$ cat config.mk
export PLATFORM = sky130hd
export DESIGN_NAME = evict_seq
export DESIGN_NICKNAME = d
export VERILOG_FILES = /design/src/rtl/evq_pkg.sv /design/src/rtl/evq_hold_buf.sv /design/src/rtl/evq_dir_map.sv /design/src/rtl/evq_ctrl.sv /design/src/rtl/evict_seq.sv
export SDC_FILE = /design/constraint.sdc
export NUM_CORES = 1
export LEC_CHECK = 0
export ABC_AREA = 1
export BUFFER_PORTS_ARGS = -buffer_cell sky130_fd_sc_hd__buf_2
export CAP_MARGIN = 20
export CORE_AREA = 2 2 122 124
export CTS_CLUSTER_SIZE = 14
export DETAILED_ROUTE_END_ITERATION = 6
export DIE_AREA = 0 0 124 126
export HOLD_SLACK_MARGIN = 0.08
export PLACE_DENSITY_LB_ADDON = 0.08
export SYNTH_ARGS = -nofsm -noshare
export SYNTH_HDL_FRONTEND = slang
export SYNTH_SLANG_ARGS = --single-unit
$ cat constraint.sdc
create_clock -name clk -period 4.37 [get_ports clk]
set_input_delay 0.874 -clock clk [delete_from_list [all_inputs] [get_ports clk]]
set_output_delay 0.874 -clock clk [all_outputs]
set_load 0.01 [all_outputs]
$ cat src/rtl/evq_pkg.sv
package evq_pkg;
  typedef enum logic [2:0] {
    ST_IDLE   = 3'd0,
    ST_PDIRTY = 3'd1,
    ST_PCLEAN = 3'd2,
    ST_DWAIT  = 3'd3,
    ST_DROP   = 3'd4
  } evq_st_e;

  typedef enum logic [1:0] {
    RK_NONE      = 2'd0,
    RK_DIRTY_VIC = 2'd1,
    RK_CLEAN_VIC = 2'd2,
    RK_UNBLK_NV  = 2'd3
  } evq_rk_e;

  localparam logic [2:0] LN_INV = 3'd0;
  localparam logic [2:0] LN_SHR = 3'd1;
  localparam logic [2:0] LN_EXC = 3'd2;
  localparam logic [2:0] LN_OWN = 3'd3;
  localparam logic [2:0] LN_MOD = 3'd4;
endpackage

$ cat src/rtl/evq_hold_buf.sv
module evq_hold_buf #(
  parameter int ADDR_W = 32,
  parameter int DATA_W = 64
) (
  input  logic              clk,
  input  logic              rst,
  input  logic              cap,
  input  logic              rel,
  input  logic [ADDR_W-1:0] in_addr,
  input  logic [DATA_W-1:0] in_data,
  input  logic              in_dirty,
  output logic [ADDR_W-1:0] h_addr,
  output logic [DATA_W-1:0] h_data,
  output logic              h_dirty,
  output logic              h_vld
);
  // contents kept after release so a final unblock can still name the line
  always_ff @(posedge clk) begin
    if (cap) begin
      h_addr  <= in_addr;
      h_data  <= in_data;
      h_dirty <= in_dirty;
    end
  end

  always_ff @(posedge clk) begin
    if (rst)      h_vld <= 1'b0;
    else if (cap) h_vld <= 1'b1;
    else if (rel) h_vld <= 1'b0;
  end


  cap_when_free_chk: assert property (@(posedge clk) disable iff (rst)
    cap |-> !h_vld);
endmodule

$ cat src/rtl/evq_dir_map.sv
module evq_dir_map #(
  parameter int ADDR_W   = 32,
  parameter int OFF_BITS = 6,
  parameter int SEL_BITS = 2,
  localparam int DIR_W   = (SEL_BITS > 0) ? SEL_BITS : 1
) (
  input  logic [ADDR_W-1:0] addr,
  output logic [DIR_W-1:0]  dir
);
  generate
    if (SEL_BITS > 0) begin : g_sel
      assign dir = addr[OFF_BITS +: SEL_BITS];
    end else begin : g_single
      assign dir = '0;
    end
  endgenerate
endmodule

$ cat src/rtl/evq_ctrl.sv
module evq_ctrl
  import evq_pkg::*;
(
  input  logic       clk,
  input  logic       rst,
  input  logic       repl_valid,
  input  logic [2:0] line_st,
  input  logic       mem_ack,
  input  logic       upv_hit,
  input  logic       rsp_hit,
  output evq_st_e    st,
  output logic       ready,
  output logic       cap,
  output logic       rel,
  output evq_rk_e    kind_q,
  output logic       upack_q,
  output logic       inv_q
);
  evq_st_e nxt;
  evq_rk_e kind_d;
  logic    upack_d;
  logic    dirty_line, clean_line;

  assign ready      = (st == ST_IDLE);
  assign dirty_line = (line_st == LN_MOD) || (line_st == LN_OWN);
  assign clean_line = (line_st == LN_EXC) || (line_st == LN_SHR);

  always_comb begin
    nxt     = st;
    kind_d  = RK_NONE;
    upack_d = 1'b0;
    cap     = 1'b0;
    case (st)
      ST_IDLE: begin
        if (repl_valid && dirty_line) begin
          nxt = ST_PDIRTY; kind_d = RK_DIRTY_VIC; cap = 1'b1;
        end else if (repl_valid && clean_line) begin
          nxt = ST_PCLEAN; kind_d = RK_CLEAN_VIC; cap = 1'b1;
        end
      end
      ST_PDIRTY: begin
        if (mem_ack)      nxt = ST_IDLE;
        else if (upv_hit) begin nxt = ST_DWAIT; upack_d = 1'b1; end
      end
      ST_PCLEAN: begin
        if (mem_ack) nxt = ST_IDLE;
      end
      ST_DWAIT: begin
        if (mem_ack)      nxt = ST_DROP;
        else if (rsp_hit) begin nxt = ST_PDIRTY; kind_d = RK_UNBLK_NV; end
      end
      ST_DROP: begin
        if (rsp_hit) begin nxt = ST_IDLE; kind_d = RK_UNBLK_NV; end
      end
      default: nxt = ST_IDLE;
    endcase
  end

  assign rel = (st != ST_IDLE) && (nxt == ST_IDLE);

  always_ff @(posedge clk) begin
    if (rst) begin
      st      <= ST_IDLE;
      kind_q  <= RK_NONE;
      upack_q <= 1'b0;
      inv_q   <= 1'b0;
    end else begin
      st      <= nxt;
      kind_q  <= kind_d;
      upack_q <= upack_d;
      inv_q   <= cap;
    end
  end


  stray_data_drop_chk: assert property (@(posedge clk) disable iff (rst)
    (st == ST_PDIRTY && rsp_hit && !mem_ack && !upv_hit) |=>
      (st == ST_PDIRTY && kind_q == RK_NONE));


  ack_beats_wb_chk: assert property (@(posedge clk) disable iff (rst)
    (st == ST_PDIRTY && mem_ack && upv_hit) |=> (st == ST_IDLE && !upack_q));


  clean_ack_idle_chk: assert property (@(posedge clk) disable iff (rst)
    (st == ST_PCLEAN && mem_ack) |=> (st == ST_IDLE));
endmodule

$ cat src/rtl/evict_seq.sv
module evict_seq
  import evq_pkg::*;
#(
  parameter int ADDR_W   = 32,
  parameter int DATA_W   = 64,
  parameter int OFF_BITS = 6,
  parameter int SEL_BITS = 2,
  localparam int DIR_W   = (SEL_BITS > 0) ? SEL_BITS : 1
) (
  input  logic              clk,
  input  logic              rst,
  input  logic              repl_valid,
  output logic              repl_ready,
  input  logic [2:0]        repl_line_st,
  input  logic [ADDR_W-1:0] repl_addr,
  input  logic [DATA_W-1:0] repl_data,
  input  logic              repl_dirty,
  input  logic              upv_valid,
  input  logic [ADDR_W-1:0] upv_addr,
  output logic              up_ack,
  input  logic              rsp_valid,
  input  logic [ADDR_W-1:0] rsp_addr,
  input  logic              mem_ack,
  output logic              dreq_valid,
  output logic [1:0]        dreq_kind,
  output logic [ADDR_W-1:0] dreq_addr,
  output logic [DATA_W-1:0] dreq_data,
  output logic              dreq_dirty,
  output logic [DIR_W-1:0]  dreq_dir,
  output logic              inv_valid,
  output logic [ADDR_W-1:0] inv_addr,
  output logic [2:0]        stat_state,
  output logic              stat_busy
);
  localparam logic [ADDR_W-1:0] LINE_MASK = ~((ADDR_W'(1) << OFF_BITS) - ADDR_W'(1));

  evq_st_e           st;
  evq_rk_e           kind_q;
  logic              cap, rel, upack_q, inv_q, ready;
  logic [ADDR_W-1:0] h_addr;
  logic [DATA_W-1:0] h_data;
  logic              h_dirty, h_vld;
  logic              upv_hit, rsp_hit;

  assign upv_hit = upv_valid && (((upv_addr ^ h_addr) & LINE_MASK) == '0);
  assign rsp_hit = rsp_valid && (((rsp_addr ^ h_addr) & LINE_MASK) == '0);

  evq_ctrl u_ctrl (
    .clk(clk), .rst(rst), .repl_valid(repl_valid), .line_st(repl_line_st),
    .mem_ack(mem_ack), .upv_hit(upv_hit), .rsp_hit(rsp_hit),
    .st(st), .ready(ready), .cap(cap), .rel(rel),
    .kind_q(kind_q), .upack_q(upack_q), .inv_q(inv_q)
  );

  evq_hold_buf #(.ADDR_W(ADDR_W), .DATA_W(DATA_W)) u_buf (
    .clk(clk), .rst(rst), .cap(cap), .rel(rel),
    .in_addr(repl_addr), .in_data(repl_data), .in_dirty(repl_dirty),
    .h_addr(h_addr), .h_data(h_data), .h_dirty(h_dirty), .h_vld(h_vld)
  );

  evq_dir_map #(.ADDR_W(ADDR_W), .OFF_BITS(OFF_BITS), .SEL_BITS(SEL_BITS)) u_dir (
    .addr(h_addr), .dir(dreq_dir)
  );

  assign repl_ready = ready;
  assign up_ack     = upack_q;
  assign dreq_valid = (kind_q != RK_NONE);
  assign dreq_kind  = kind_q;
  assign dreq_addr  = h_addr;
  assign dreq_data  = h_data;
  assign dreq_dirty = h_dirty;
  assign inv_valid  = inv_q;
  assign inv_addr   = h_addr;
  assign stat_state = st;
  assign stat_busy  = h_vld;


  victim_from_idle_chk: assert property (@(posedge clk) disable iff (rst)
    (dreq_valid && (kind_q == RK_DIRTY_VIC || kind_q == RK_CLEAN_VIC)) |->
      ($past(st) == ST_IDLE && inv_valid));


  up_ack_enters_drop_chk: assert property (@(posedge clk) disable iff (rst)
    up_ack |-> (st == ST_DWAIT && $past(st) == ST_PDIRTY));


  unblock_from_drop_chk: assert property (@(posedge clk) disable iff (rst)
    (dreq_valid && kind_q == RK_UNBLK_NV) |->
      ($past(st) == ST_DWAIT || $past(st) == ST_DROP));


  busy_matches_state_chk: assert property (@(posedge clk) disable iff (rst)
    stat_busy == (st != ST_IDLE));
endmodule

==> results of run 1 <==
worst max-delay path, cell delays in order:
cell,delay [ns]
buf_2,0.11
nor2_1,0.05
a21oi_1,0.10
nand4_1,0.20
nand2_4,0.60
buf_12,0.33
area by class of cell:
class	count	area share [%]
Sequential cell	105	48.0
Clock inverter	7	1.07
Inverter	85	4.98
Tap cell	184	3.59
Multi-Input combinational cell	231	15.2
Timing Repair Buffer	299	23.6
Antenna cell	2	0.0781
Clock buffer	9	3.52
per-stage QoR:
stage	power [mW]	instance area, um^2	hold slack, ns	std cells
global route	2.51	6400	0.613	920
global placement	1.62	6110	0.505	904
floorplan	1.45	4620	0.534	456
finish	2.38	6400	0.521	922
detailed placement	1.62	6110	0.515	904
CTS	2.43	6400	0.527	920
kinds of logic (layout without fill, tap and decap cells):
group,Yosys count,in the layout,share of synthesized area [%]
AO/OA/AOI/OAI,12,12,1.52
buffers and inverters,120,400,12.6
AND/OR/NAND/NOR,212,212,18.0
XOR/XNOR,7,7,1.33
other,0,2,0
flip-flops,105,105,66.5
final timing paths:
| kind | to | slack (ns) | cells past startpoint |
|---|---|---|---|
| worst max register to register | u_buf.h_data[31] | 2.15 | 6 |
| worst min register to register | u_buf.h_vld | 0.52 | 4 |
| worst min-delay path | u_buf.h_vld | 0.52 | 4 |
| worst max-delay path | u_buf.h_data[31] | 2.06 | 6 |
Yosys cell counts:
cell	instances	area (um^2)
nand3_1	1	5.00
nand2_1	163	612
nand4_1	2	12.5
or2_2	1	6.26
dfxtp_1	8	160
nand3_2	1	10.0
clkdlybuf4s25_2	1	10.0
o41ai_1	1	8.76
buf_4	34	255
inv_2	4	15.0
nor3_1	1	5.00
nor4_1	1	6.26
a21boi_1	1	7.51
xnor2_1	5	43.8
nor2_2	4	25.0
o21ai_2	1	8.76
edfxtp_1	97	2910
xor2_1	2	17.5
a21oi_1	5	25.0
inv_1	81	304
o21ai_0	4	20.0
nor2_1	37	139
nand4_2	1	12.5
state kept, by name, indices dropped and copies added (netlist names):
signal          cells
u_buf.h_vld         1
u_ctrl.inv_q        1
u_ctrl.st           3
u_buf.h_dirty       1
u_ctrl.upack_q      1
u_ctrl.kind_q       2
u_buf.h_data       64
u_buf.h_addr       32
metal layers:
metal | wire, um | vias to the layer above | GRT usage, % | share of wire, %
met5 | 0 | - | 0 | 0
met4 | 266 | 0 | 5.82 | 2.1
met3 | 1640 | 18 | 8.38 | 13
met2 | 6450 | 189 | 28.1 | 50
met1 | 4440 | 1650 | 15.7 | 35
li1 | - | 1937 | - | -
power by group:
| group | switching [mW] | total (mW) | internal (mW) |
|---|---|---|---|
| Sequential | 0.0398 | 1.23 | 1.19 |
| Combinational | 0.207 | 0.358 | 0.151 |
| Clock | 0.393 | 0.795 | 0.402 |
| Total | 0.639 | 2.38 | 1.74 |
==> impl_metrics.env, run 1 <==
export IMPL_min_path_type="reg2reg"
export IMPL_rr_startpoint="u_ctrl.st[2]"
export IMPL_cts_root_buf="clkbuf_16"
export IMPL_core_area_mm2=0.0143
export IMPL_tritoncts="built"
export IMPL_wl_um=12800
export IMPL_fin_nets=901
export IMPL_dieArea_mm2=0.0156
export IMPL_overflow=0
export IMPL_synth_cells=456
export IMPL_skew_ns=0.00821
export IMPL_max_freq_mhz=434
export IMPL_vias_per_cell=4.11
export IMPL_tns_ns=0
export IMPL_finalCriticalPeriod_ns=2.31
export IMPL_ios=311
export IMPL_antenna_found_initial=1
export IMPL_critPathKind="in2reg"
export IMPL_cts_hold_buffers=0
export IMPL_fin_crit_sh_pct=52.8
export IMPL_ctsResizeCount=0
export IMPL_peakVddDrop_mv=0.270
export IMPL_status="finished clean"
export IMPL_clock_latency_ns=0.35
export IMPL_hpwl_um=10200
export IMPL_cap_violations=0
export IMPL_cts_buffers=9
export IMPL_syn_nets=626
export IMPL_power_density_mw_per_mm2=372
export IMPL_yosysSeqAreaShare_pct=66.5
export IMPL_cts_clk_slew_worst_paths_ns=0.07
export IMPL_cts_setup_buffers=0
export IMPL_die_height_um=126
export IMPL_ys_types=23
export IMPL_grt_pass1_wl_um=18300
export IMPL_htreeDepth=3
export IMPL_critPathArrivalTime_ns=2.34
export IMPL_startpoint="repl_line_st[1]"
export IMPL_worstMarginPinSlew_ns=0.765
export IMPL_finalSetupViolCount=0
export IMPL_hold_viol_final=0
export IMPL_layout_common_cells="298 x buf_2, 162 x nand2_1, 97 x edfxtp_1"
export IMPL_place_ws_ns=1.67
export IMPL_ys_ff_latch=105
export IMPL_multiInputGateArea_um2=972
export IMPL_slew_viol_final=0
export IMPL_drc=0
export IMPL_start_kind="primary input"
export IMPL_rsz0062_at_grt="no"
export IMPL_grt_max_degree=53
export IMPL_clockBufferDepth=2
export IMPL_start_util_pct=32.3
export IMPL_avgSynthCellArea_um2=10.1
export IMPL_globalRouteTotalUtil_pct=15.9
export IMPL_yosys_warnings=0
export IMPL_fin_util_pct=44.7
export IMPL_gp_congestion=0.795
export IMPL_p_leak_nw=3.31
export IMPL_n_fill_cell=1432
export IMPL_cts_sinks=105
export IMPL_regArea_mm2=0.00307
export IMPL_wl_per_cell_um=13.9
export IMPL_required_ns=4.40
export IMPL_crit_path_end_kind="register"
export IMPL_drt_iter0_markers=171
export IMPL_synth_cell_area_mm2=0.00462
export IMPL_num_vias=3794
export IMPL_portBuffers=298
export IMPL_final_common_cell="buf_2"
export IMPL_path_max_fanout=52
export IMPL_firstDrtPassIters=5
export IMPL_grt_pass1_vias=3724
export IMPL_drive_gt1_share_pct=44.6
export IMPL_num_rows=44
export IMPL_postRouteAntennaNets=0
export IMPL_area_growth_pct=38.6
export IMPL_setup_slack_ns=2.06
export IMPL_die_width_um=124
export IMPL_worstHoldStart="u_buf.h_vld"
export IMPL_max_slew_margin_pct=49.0
No activity file was read; power rests on OpenSTA's default activity.
==> inputs of run 2 (changes only) <==
Clock period 4.37 ns to 2.15 ns, I/O delays scaled along.
==> impl_metrics.env, run 2 (synthesis results as in run 1) <==
export IMPL_drive_gt1_share_pct=44.8
export IMPL_cts_clk_slew_worst_paths_ns=0.08
export IMPL_slew_viol_final=0
export IMPL_antennaDiodeCount=0
export IMPL_max_freq_mhz=572
export IMPL_critPathKind="reg2reg"
export IMPL_final_common_cell="buf_2"
export IMPL_fin_util_pct=45.2
export IMPL_fin_crit_sh_pct=81.4
export IMPL_max_slew_margin_pct=73.4
export IMPL_place_ws_ns=0.365
export IMPL_cts_hold_buffers=0
export IMPL_status="finished clean"
export IMPL_hold_viol_final=0
export IMPL_clockBufferDepth=2
export IMPL_stdcell_count=923
export IMPL_wl_um=12700
export IMPL_timing_hold_ws_ns=0.246
export IMPL_die_height_um=126
export IMPL_path_max_fanout=30
export IMPL_start_util_pct=32.3
export IMPL_stdcell_area_mm2=0.00647
export IMPL_wl_per_cell_um=13.8
export IMPL_rsz0062_at_grt="no"
export IMPL_rr_startpoint="u_ctrl.st[2]"
export IMPL_grt_max_degree=31
export IMPL_drc=0
export IMPL_skew_ns=0.0102
export IMPL_setup_slack_ns=0.400
export IMPL_core_area_mm2=0.0143
export IMPL_area_growth_pct=39.9
export IMPL_cts_sinks=105
export IMPL_worstMarginPinSlew_ns=0.395
export IMPL_ios=311
export IMPL_place_area_mm2=0.00617
export IMPL_reg_top3="u_buf.h_data: 64 flops, u_buf.h_addr: 32 flops, u_ctrl.st: 3 flops"
export IMPL_drt_iter0_markers=177
export IMPL_ctsResizeCount=0
export IMPL_finalCriticalPeriod_ns=1.75
export IMPL_place_inst=907
export IMPL_cpPeakStageDelay_ns=0.36
export IMPL_firstDrtPassIters=4
export IMPL_globalRouteTotalUtil_pct=16.1
export IMPL_power_density_mw_per_mm2=758
export IMPL_peakVddDrop_mv=0.455
export IMPL_start_kind="register"
export IMPL_finalSetupViolCount=0
export IMPL_postRouteAntennaNets=0
export IMPL_cap_violations=0
export IMPL_tritoncts="built"
export IMPL_largest_register_ffs=64
export IMPL_die_width_um=124
export IMPL_hpwl_um=10400
export IMPL_layout_common_cells="298 x buf_2, 162 x nand2_1, 97 x edfxtp_1"
export IMPL_fin_nets=904
export IMPL_startpoint="u_ctrl.st[2]"
export IMPL_critPathSlowestCell="dfxtp_1"
export IMPL_grt_pass1_vias=3659
export IMPL_grt_pass1_wl_um=18500
export IMPL_cts_root_buf="clkbuf_16"
export IMPL_crit_path_end_kind="register"
export IMPL_num_vias=3764
export IMPL_cts_buffers=9
export IMPL_largest_register="u_buf.h_data"
export IMPL_p_leak_nw=3.35
export IMPL_clock_latency_ns=0.35
export IMPL_min_path_type="in2reg"
export IMPL_dieArea_mm2=0.0156
export IMPL_required_ns=2.21
export IMPL_portBuffers=298
export IMPL_tns_ns=0
export IMPL_cts_setup_buffers=0
export IMPL_htreeDepth=3
export IMPL_p_total_mw=4.90
export IMPL_num_rows=44
export IMPL_overflow=0
export IMPL_worstHoldStart="repl_data[49]"
export IMPL_gp_congestion=0.768
export IMPL_vias_per_cell=4.08
export IMPL_critPathArrivalTime_ns=1.81
export IMPL_path_cells="inv_2 > nand2_1 > nor2_2 > nand4_1 > nand2_4 > buf_12"
export IMPL_antenna_found_initial=0
run 2: worst paths after layout:
path                                         end  slack (ns)  cells past startpoint
worst max-delay path             u_buf.h_data[2]        0.40                      6
worst min-delay path            u_buf.h_data[49]        0.25                      1
worst max register to register   u_buf.h_data[2]        0.40                      6
worst min register to register       u_buf.h_vld        0.52                      4
run 2: final cells by class:
cell class,instances,area (um^2)
clock inverters,7,75.1
inverters,85,319
multi-input cells,231,972
fillers,1383,7850
well taps,184,230
clock buffers,9,225
repair buffers,302,1570
flip-flops and latches,105,3070
run 2: report_power, final:
part / leakage, nW / switching, mW / total (mW) / internal (mW)
Sequential: 0.977 / 0.0790 / 2.50 / 2.42
Clock: 0.148 / 0.828 / 1.65 / 0.824
Combinational: 2.22 / 0.422 / 0.753 / 0.331
run 2: critical path: cells and delay by family, from the launching register on:
kind,cells,cell delay (ns)
DFF,1,0.36
and+or+nand+nor,4,0.74
buffers and inverters,2,0.34
run 2: metal layers:
metal | GRT usage (%) | vias up | share of wire (%)
met3 | 8.51 | 10 | 13
met4 | 4.89 | 0 | 1.3
met1 | 16.3 | 1633 | 34
met2 | 28.5 | 183 | 52
li1 | - | 1938 | -
met5 | 0 | - | 0
==> inputs of run 3 (changes only) <==
Settings changed: CORE_AREA 2 2 122 124 to not set, CORE_ASPECT_RATIO set to 0.6, CORE_UTILIZATION set to 38, DIE_AREA 0 0 124 126 to not set.
Clock period 2.15 ns to 1.6 ns, I/O delays scaled along.
==> impl_metrics.env, run 3 (synthesis results as in run 1) <==
export IMPL_status="finished, violations left"
export IMPL_violations="negative setup slack"
export IMPL_critical_path_depth=6
export IMPL_r2r_cells=6
export IMPL_r2r_slack_ns=-0.01
export IMPL_ios=311
export IMPL_finalSetupViolCount=45
export IMPL_cp_top_family="simple AND/OR/NAND/NOR gates"
export IMPL_start_util_pct=40.0
export IMPL_gp_congestion=0.759
export IMPL_die_height_um=87.4
export IMPL_path_buf_inv=2
export IMPL_critPathKind="reg2reg"
export IMPL_power_density_mw_per_mm2=993
export IMPL_cts_sinks=105
export IMPL_min_path_type="in2reg"
export IMPL_drive_gt1_share_pct=48.4
export IMPL_skew_ns=0.0113
export IMPL_wl_per_cell_um=14.0
export IMPL_num_vias=3908
export IMPL_crit_path_end_kind="register"
export IMPL_startpoint="u_ctrl.st[2]"
export IMPL_dieArea_mm2=0.0126
export IMPL_cap_violations=0
export IMPL_reg_top3="u_buf.h_data: 64 flops, u_buf.h_addr: 32 flops, u_ctrl.st: 3 flops"
export IMPL_netSwitchingFraction_pct=26.7
export IMPL_peakVddDrop_mv=0.548
export IMPL_clockBufferDepth=2
export IMPL_firstDrtPassIters=4
export IMPL_worstMarginPinSlew_ns=0.422
export IMPL_n_fill_cell=1103
export IMPL_fin_util_pct=57.8
export IMPL_largest_register_ffs=64
export IMPL_overflow=0
export IMPL_rsz0062_at_grt="yes"
export IMPL_die_width_um=144
export IMPL_wl_met2_um=6590
export IMPL_path_cells="inv_4 > nand2_4 > nor2_4 > nand4_1 > nand2_8 > buf_12"
export IMPL_hpwl_um=10400
export IMPL_antenna_found_initial=1
export IMPL_vias_per_cell=4.24
export IMPL_portBuffers=298
export IMPL_combPwrFrac_pct=16.9
export IMPL_finalCriticalPeriod_ns=1.61
export IMPL_cts_hold_buffers=0
export IMPL_required_ns=1.65
export IMPL_postRouteAntennaNets=0
export IMPL_wl_met3_um=1220
export IMPL_drc=0
export IMPL_start_kind="register"
export IMPL_largest_register="u_buf.h_data"
export IMPL_rr_startpoint="u_ctrl.st[2]"
export IMPL_area_growth_pct=44.6
export IMPL_core_area_mm2=0.0116
export IMPL_globalRouteTotalUtil_pct=19.5
export IMPL_num_rows=30
export IMPL_grt_pass1_wl_um=17900
export IMPL_max_slew_margin_pct=71.6
export IMPL_clock_latency_ns=0.34
export IMPL_wl_um=12900
export IMPL_power_switching_mw=1.77
export IMPL_drt_iter0_markers=146
export IMPL_slew_viol_final=0
export IMPL_cts_root_buf="clkbuf_16"
export IMPL_pwr_share_seq_pct=50.4
export IMPL_r2r_end="u_buf.h_data[20]"
export IMPL_fin_crit_sh_pct=101
export IMPL_setup_slack_ns=-0.0114
export IMPL_path_max_fanout=30
export IMPL_tritoncts="built"
export IMPL_crit_path_end="u_buf.h_data[20]"
export IMPL_grt_max_degree=31
export IMPL_htreeDepth=3
export IMPL_grt_pass1_vias=3664
export IMPL_m1WireLength_um=5040
export IMPL_clkPwrFrac_pct=32.7
export IMPL_max_freq_mhz=621
export IMPL_final_common_cell="buf_2"
export IMPL_topRoutingLayerUsed="met5"
export IMPL_cts_buffers=9
export IMPL_internal_power_mw=4.86
export IMPL_critPathArrivalTime_ns=1.66
export IMPL_critPathSlowestCell="dfxtp_4"
export IMPL_p_leak_nw=3.47
export IMPL_layout_common_cells="298 x buf_2, 157 x nand2_1, 97 x edfxtp_1"
export IMPL_hold_viol_final=0
export IMPL_fin_nets=927
export IMPL_tns_ns=-0.272
export IMPL_cts_clk_slew_worst_paths_ns=0.08
export IMPL_antennaDiodeCount=0
export IMPL_cpPeakStageDelay_ns=0.36
==> run 3: stage by stage <==
stage          hold slack, ns  cell area (um^2)  worst slack, ns  instances  power (mW)
2_1_floorplan           0.419              4660           -0.180        456        3.94
3_3_place_gp            0.496              6210          -0.0285        891        4.45
3_5_place_dp            0.498              6210          -0.0620        891        4.47
4_1_cts                 0.130              6530          0.00427        910        6.67
5_1_grt                 0.123              6680           -0.164        922        6.95
6_report                0.143              6680          -0.0114        922        6.64
==> run 3: how the worst min path moves through the flow <==
stage / from / endpoint / slack, ns / cells after the start
CTS: repl_data[57] / u_buf.h_data[57] / 0.13 / 1
detailed placement: repl_data[23] / u_buf.h_data[23] / 0.50 / 1
floorplan: repl_addr[0] / u_buf.h_addr[0] / 0.42 / 0
global placement: repl_data[36] / u_buf.h_data[36] / 0.50 / 1
finish: repl_data[57] / u_buf.h_data[57] / 0.14 / 1
global route: repl_data[57] / u_buf.h_data[57] / 0.12 / 1
==> run 3: per-layer routing <==
layer / up-vias / track usage [%]
met5: - / 0
met4: 2 / 4.02
met3: 4 / 9.24
met2: 146 / 34.6
met1: 1773 / 21.3
li1: 1983 / -
==> run 3: final cells by class <==
cell class	instances	area [um^2]	area share, %
Tap cell	160	200	3.00
Sequential cell	105	3080	46.1
Clock inverter	7	70.1	1.05
Multi-Input combinational cell	231	1020	15.3
Timing Repair Buffer	325	1760	26.4
Inverter	85	322	4.81
Clock buffer	9	225	3.37
==> run 3: power groups by stage <==
stage               Sequential, mW  Combinational [mW]  Clock (mW)
floorplan                     3.51               0.429           0
global placement              3.40                1.05           0
detailed placement            3.41                1.06           0
CTS                           3.35                1.07        2.25
global route                  3.37                1.24        2.33
finish                        3.35                1.12        2.17
==> run 3: timing repair <==
item,CTS,global route
resized for setup,1,15
pin swaps,5,17
endpoints found under the setup margin,58,99
gates cloned,0,2
setup buffers,3,10
